$ cat config.mk
export PLATFORM = sky130hd
export DESIGN_NAME = cfg_lock_reg
export DESIGN_NICKNAME = d
export VERILOG_FILES = /design/src/rtl/cfg_lock_pkg.sv /design/src/rtl/cfg_lock_seq.sv /design/src/rtl/cfg_lock_store.sv /design/src/rtl/cfg_lock_reg.sv
export SDC_FILE = /design/constraint.sdc
export NUM_CORES = 1
export LEC_CHECK = 0
export ABC_AREA = 0
export BUFFER_PORTS_ARGS = -buffer_cell sky130_fd_sc_hd__buf_2
export CAP_MARGIN = 10
export CORE_MARGIN = 2
export CORE_UTILIZATION = 45
export DETAILED_ROUTE_END_ITERATION = 12
export PLACE_DENSITY = 0.85
export SLEW_MARGIN = 20
export SYNTH_ARGS = -nofsm -noshare
export SYNTH_HDL_FRONTEND = slang
export SYNTH_SLANG_ARGS = --single-unit
$ cat constraint.sdc
create_clock -name clk_i -period 3.8 [get_ports clk_i]
set_clock_uncertainty 0.1 [all_clocks]
set_input_delay 0.57 -clock clk_i [delete_from_list [all_inputs] [get_ports clk_i]]
set_output_delay 0.57 -clock clk_i [all_outputs]
set_load 0.02 [all_outputs]
$ cat src/rtl/cfg_lock_pkg.sv
package cfg_lock_pkg;
  typedef enum logic [1:0] {
    SEQ_IDLE,
    SEQ_ONE,
    SEQ_ZERO,
    SEQ_WAIT_RD
  } seq_state_e;
endpackage

$ cat src/rtl/cfg_lock_seq.sv
module cfg_lock_seq
  import cfg_lock_pkg::*;
#(
  parameter int NPINS = 16
) (
  input  logic             clk_i,
  input  logic             rst_ni,
  input  logic             wr_i,
  input  logic             rd_i,
  input  logic             key_i,
  input  logic             wkey_i,
  input  logic [NPINS-1:0] wpins_i,
  output logic             arm_o
);
  seq_state_e st_q, st_d;
  logic [NPINS-1:0] pay_q, pay_d;
  logic same_pay;

  assign same_pay = (wpins_i == pay_q);

  always_comb begin
    st_d  = st_q;
    pay_d = pay_q;
    arm_o = 1'b0;
    if (key_i) begin
      st_d = SEQ_IDLE;
    end else if (wr_i) begin
      unique case (st_q)
        SEQ_IDLE: if (wkey_i) begin
          st_d  = SEQ_ONE;
          pay_d = wpins_i;
        end
        SEQ_ONE:  st_d = (!wkey_i && same_pay) ? SEQ_ZERO : SEQ_IDLE;
        SEQ_ZERO: st_d = (wkey_i && same_pay) ? SEQ_WAIT_RD : SEQ_IDLE;
        default:  st_d = SEQ_IDLE;
      endcase
    end else if (rd_i) begin
      arm_o = (st_q == SEQ_WAIT_RD);
      st_d  = SEQ_IDLE;
    end
  end

  always_ff @(posedge clk_i or negedge rst_ni) begin
    if (!rst_ni) begin
      st_q  <= SEQ_IDLE;
      pay_q <= '0;
    end else begin
      st_q  <= st_d;
      pay_q <= pay_d;
    end
  end
endmodule

$ cat src/rtl/cfg_lock_store.sv
module cfg_lock_store #(
  parameter int NPINS = 16
) (
  input  logic             clk_i,
  input  logic             rst_ni,
  input  logic             wr_i,
  input  logic [NPINS-1:0] wpins_i,
  input  logic             arm_i,
  output logic [NPINS-1:0] pins_o,
  output logic             key_o
);
  always_ff @(posedge clk_i or negedge rst_ni) begin
    if (!rst_ni) begin
      pins_o <= '0;
      key_o  <= 1'b0;
    end else if (!key_o) begin
      if (wr_i)  pins_o <= wpins_i;
      if (arm_i) key_o  <= 1'b1;
    end
  end
endmodule

$ cat src/rtl/cfg_lock_reg.sv
module cfg_lock_reg #(
  parameter int ADDR_W    = 4,
  parameter int DATA_W    = 32,
  parameter int NPINS     = 16,
  parameter int LOCK_ADDR = 7
) (
  input  logic              clk_i,
  input  logic              rst_ni,
  input  logic [ADDR_W-1:0] addr_i,
  input  logic              we_i,
  input  logic [DATA_W-1:0] wdata_i,
  input  logic              re_i,
  output logic [DATA_W-1:0] rdata_o,
  output logic [NPINS-1:0]  locked_mask_o
);
  localparam int KEY_BIT = NPINS;
  localparam int PAD_W   = DATA_W - NPINS - 1;
  localparam logic [ADDR_W-1:0] LOCK_A = ADDR_W'(LOCK_ADDR);

  logic hit, wr_hit, rd_hit, arm, key_q;
  logic [NPINS-1:0] pins_q;
  logic unused_hi;

  assign hit       = (addr_i == LOCK_A);
  assign wr_hit    = we_i && hit;
  assign rd_hit    = re_i && !we_i && hit; // write wins on a combined access
  assign unused_hi = ^wdata_i[DATA_W-1:KEY_BIT];

  cfg_lock_seq #(.NPINS(NPINS)) seq_i (
    .clk_i   (clk_i),
    .rst_ni  (rst_ni),
    .wr_i    (wr_hit),
    .rd_i    (rd_hit),
    .key_i   (key_q),
    .wkey_i  (wdata_i[KEY_BIT]),
    .wpins_i (wdata_i[NPINS-1:0]),
    .arm_o   (arm)
  );

  cfg_lock_store #(.NPINS(NPINS)) store_i (
    .clk_i   (clk_i),
    .rst_ni  (rst_ni),
    .wr_i    (wr_hit),
    .wpins_i (wdata_i[NPINS-1:0]),
    .arm_i   (arm),
    .pins_o  (pins_q),
    .key_o   (key_q)
  );

  assign rdata_o = (re_i && hit) ? {{PAD_W{1'b0}}, key_q, pins_q} : '0;

  for (genvar g = 0; g < NPINS; g++) begin : g_mask
    assign locked_mask_o[g] = pins_q[g] & key_q;
  end
endmodule

==> flow_summary.toml <==
[status]
outcome = "finished, final reports clean"

[clocking]
clkTransAtPathRegs_ps = 70
post-cts-setup-buffers = 0
cts_buffers = 5
post_cts_resized = 0
clock_path_buffers = 2
cts_tree = "done"
clk_latency_ps = 290
cts-htree-levels = 2
cts.sink_count = 35
ctsHoldBuffers = 0
root_buffer = "sky130_fd_sc_hd__clkbuf_8"

[synth]
syn_avg_cell_area_um2 = 11.5
ys_dominant_reg_cell = "sky130_fd_sc_hd__dfrtp_1"
netlist_instances = 165
mappedNetlistArea_um2 = 1900
synth_sequential_area_ratio = 0.462
synth-adder-area-share = 0
post-synth-top-area-cell = "sky130_fd_sc_hd__dfrtp_1"
postSynth.asyncResetShare = 1.00
main_combinational_cell_family_by_area_after_synthesis = "multiplexers"
synth-edff-count = 0
most_common_cell_in_the_synthesized_netlist = "sky130_fd_sc_hd__dfrtp_1"
yosys-top-cells-area = "sky130_fd_sc_hd__dfrtp_1 (46%), sky130_fd_sc_hd__mux2_2 (13%), sky130_fd_sc_hd__buf_4 (6.7%), sky130_fd_sc_hd__and3_1 (5.9%), sky130_fd_sc_hd__mux2_1 (5.9%)"
yosysWarningCount = 0
post_synth_num_cell_types = 28
synth_compound_gate_area_share = 0.0224
synth_top_area_share = 0.462
mux_contribution_to_synthesized_area = 0.190
ys_ff_latch = 35
synth_commonest_cells = "sky130_fd_sc_hd__dfrtp_1 (35), sky130_fd_sc_hd__mux2_2 (22), sky130_fd_sc_hd__and3_1 (18), sky130_fd_sc_hd__buf_4 (17), sky130_fd_sc_hd__and2_1 (16)"
synth_simple_gate_area_frac = 0.166
share_of_the_synthesized_netlist_area_taken_by_xor_and_xnor_gates = 0.0739

[critical_path]
timing.critical_path.arrival_ps = 2670
cp_data_required_time_ps = 3870
critPathLaunchType = "primary input"
r2r_setup_slack_ps = 1370
critical_path_class = "in2reg"
r2r_cells = 3
crit-reg2reg-launch = "store_i.key_o$_DFF_PN0_"
setup.worst_path.start = "addr_i[3]"
end_kind = "flop"
rr_endpoint = "seq_i.pay_q[4]$_DFFE_PN0P_"
timing.critical_path.fanout_max = 21
critPathCapture = "seq_i.pay_q[4]$_DFFE_PN0P_"

[routing]
detail_route.wl_per_cell_um = 13.8
drc = 0
postRouteAntennaNets = 0
routed_via_density = 5.00
drt_wl_total_um = 3760
drt_iter0_drc = 45
drt-pass1-iter-count = 4
via_count = 1366

[grt]
grtUsageMet1 = 0.215
grt_max_degree = 36
number_of_antenna_violations_at_the_first_check_in_global_routing = 0
via_count_of_the_first_global_routing_pass = 1238
grt_overflow = 0
global_route.usage.met3 = 0.0601
gr-usage-all-layers = 0.177
grt.busiest_layer = "met2"
grt.met2_usage = 0.285
global_route_wire_length_before_repair_um = 5880

[hold_path]
min_path_type = "in2async"

[placed_design]
place_worst_setup_slack_ps = 891
dp.cells = 265
place.gp.congestion = 0.737
port-buffer-count = 57
post-dp-hpwl_um = 2700

[pwr]
power.sequential.fraction = 0.542
power_switching_share = 0.275
p_int_mw = 0.662
power_per_cell_area_nw_per_um2 = 408
p_comb_frac = 0.176
p_leak_nw = 1.25
net-switching-power_mw = 0.251
clock_power_share = 0.283
irDropWorstVdd_v = 0.000264

[floorplanning]
top_level_ports = 88
design.core.area_um2 = 4030
initial_core_util = 0.470
die-area_um2 = 4750
num_rows = 23
fp.dieH_um = 68.9
die-width_um = 68.9

[sta]
final_critical_path_setup_slack_ps = 1200
setup-tns-final_ps = 0
setup_viol = 0
report.final.hold_viol_count = 0
layout_worst_path_cycle_share = 0.684
rsz0062_at_grt = "false"
max-slew-margin-rel = 0.486
report.final.slew_viol_count = 0
timing_worst_slew_pin_value_ps = 772
timing.final.crit_period_ps = 2600
fmax_mhz = 385

[finish]
fin_nets = 262
num_antenna_cells = 0
area_delta_synth_final_pct = 18.2
final_layout_size_suffix_gt1_frac = 0.404
post_layout_nonfiller_instances = 273

[job]
max_cap_viol_count = 0
==> power groups by stage <==
stage	clock, mW	combinational (mW)	sequential, mW
after floorplan	0	0.131	0.488
after global placement	0	0.157	0.496
after detailed placement	0	0.163	0.502
after CTS	0.268	0.163	0.494
after global routing	0.283	0.179	0.506
final	0.258	0.161	0.495
==> per-layer routing <==
| metal | part of all wire | vias up |
|---|---|---|
| met3 | 0.068 | 4 |
| met4 | 0.010 | 0 |
| met1 | 0.42 | 656 |
| li1 | - | 649 |
| met5 | 0 | - |
| met2 | 0.50 | 57 |
==> worst min-delay path by stage <==
stage | to | cells after the start | from | slack, ps
5_1_grt | store_i.key_o$_DFF_PN0_ | 1 | rst_ni | 310
2_1_floorplan | seq_i.pay_q[0]$_DFFE_PN0P_ | 0 | rst_ni | 170
6_report | seq_i.pay_q[2]$_DFFE_PN0P_ | 1 | rst_ni | 260
4_1_cts | store_i.pins_o[9]$_DFFE_PN0P_ | 1 | rst_ni | 270
3_5_place_dp | seq_i.pay_q[0]$_DFFE_PN0P_ | 1 | seq_i.pay_q[0]$_DFFE_PN0P_ | 400
3_3_place_gp | seq_i.pay_q[15]$_DFFE_PN0P_ | 1 | seq_i.pay_q[15]$_DFFE_PN0P_ | 390
==> final cells by class <==
class	instances	area, um2
Sequential cell	35	876
Clock inverter	1	5.00
Multi-Input combinational cell	119	913
Timing Repair Buffer	59	300
Fill cell	360	1790
Tap cell	50	62.6
Inverter	2	7.51
Clock buffer	7	76.3
==> through the flow <==
stage / instance area, um2 / hold WS [ps] / power (mW) / util
floorplan: 1950 / 174 / 0.620 / -
global placement: 2160 / 393 / 0.653 / 0.536
detailed placement: 2160 / 401 / 0.664 / 0.536
CTS: 2240 / 267 / 0.925 / 0.556
global route: 2240 / 305 / 0.968 / 0.556
finish: 2240 / 255 / 0.914 / 0.556
==> cells in the final DEF (no fill, tap or decap) <==
master / instances
sky130_fd_sc_hd__buf_2: 57
sky130_fd_sc_hd__dfrtp_1: 35
sky130_fd_sc_hd__mux2_2: 22
sky130_fd_sc_hd__and3_1: 18
sky130_fd_sc_hd__and2_1: 16
sky130_fd_sc_hd__conb_1: 15
sky130_fd_sc_hd__xor2_1: 12
sky130_fd_sc_hd__mux2_1: 10
sky130_fd_sc_hd__clkbuf_8: 5
sky130_fd_sc_hd__xnor2_1: 4
sky130_fd_sc_hd__nor4_1: 3
sky130_fd_sc_hd__nand2_1: 3
sky130_fd_sc_hd__inv_1: 2
sky130_fd_sc_hd__nor2_1: 2
sky130_fd_sc_hd__or4_1: 2
sky130_fd_sc_hd__clkbuf_1: 2
sky130_fd_sc_hd__buf_4: 2
sky130_fd_sc_hd__and4b_1: 1
sky130_fd_sc_hd__a31o_2: 1
sky130_fd_sc_hd__nor3b_2: 1
sky130_fd_sc_hd__nand2b_1: 1
sky130_fd_sc_hd__nand2_2: 1
sky130_fd_sc_hd__o21ai_0: 1
sky130_fd_sc_hd__nand3b_1: 1
sky130_fd_sc_hd__nand4_1: 1
sky130_fd_sc_hd__a21oi_1: 1
sky130_fd_sc_hd__a221o_1: 1
sky130_fd_sc_hd__a32oi_1: 1
sky130_fd_sc_hd__o21ai_1: 1
sky130_fd_sc_hd__clkinv_2: 1
==> critical path, stage by stage <==
cell                      delay [ps]
sky130_fd_sc_hd__buf_2            90
sky130_fd_sc_hd__and4b_1         230
sky130_fd_sc_hd__buf_4           230
sky130_fd_sc_hd__nor3b_2         660
sky130_fd_sc_hd__nand2_2         440
sky130_fd_sc_hd__mux2_1          440
==> registers in the layout, summed over array words and instances (netlist names) <==
register and count:
seq_i.pay_q 16, store_i.pins_o 16, seq_i.st_q 2, store_i.key_o 1
==> logic make-up (layout without fill, tap and decap cells) <==
| kind of cell | after synthesis | after routing |
|---|---|---|
| AOI/OAI and AO/OA | 6 | 6 |
| xor gates and xnor gates | 16 | 16 |
| buffers and inverters | 25 | 69 |
| DFF | 35 | 35 |
| muxes | 32 | 32 |
| other | 1 | 15 |
| and+or+nand+nor | 50 | 50 |
(Power assumes the default switching activity.)
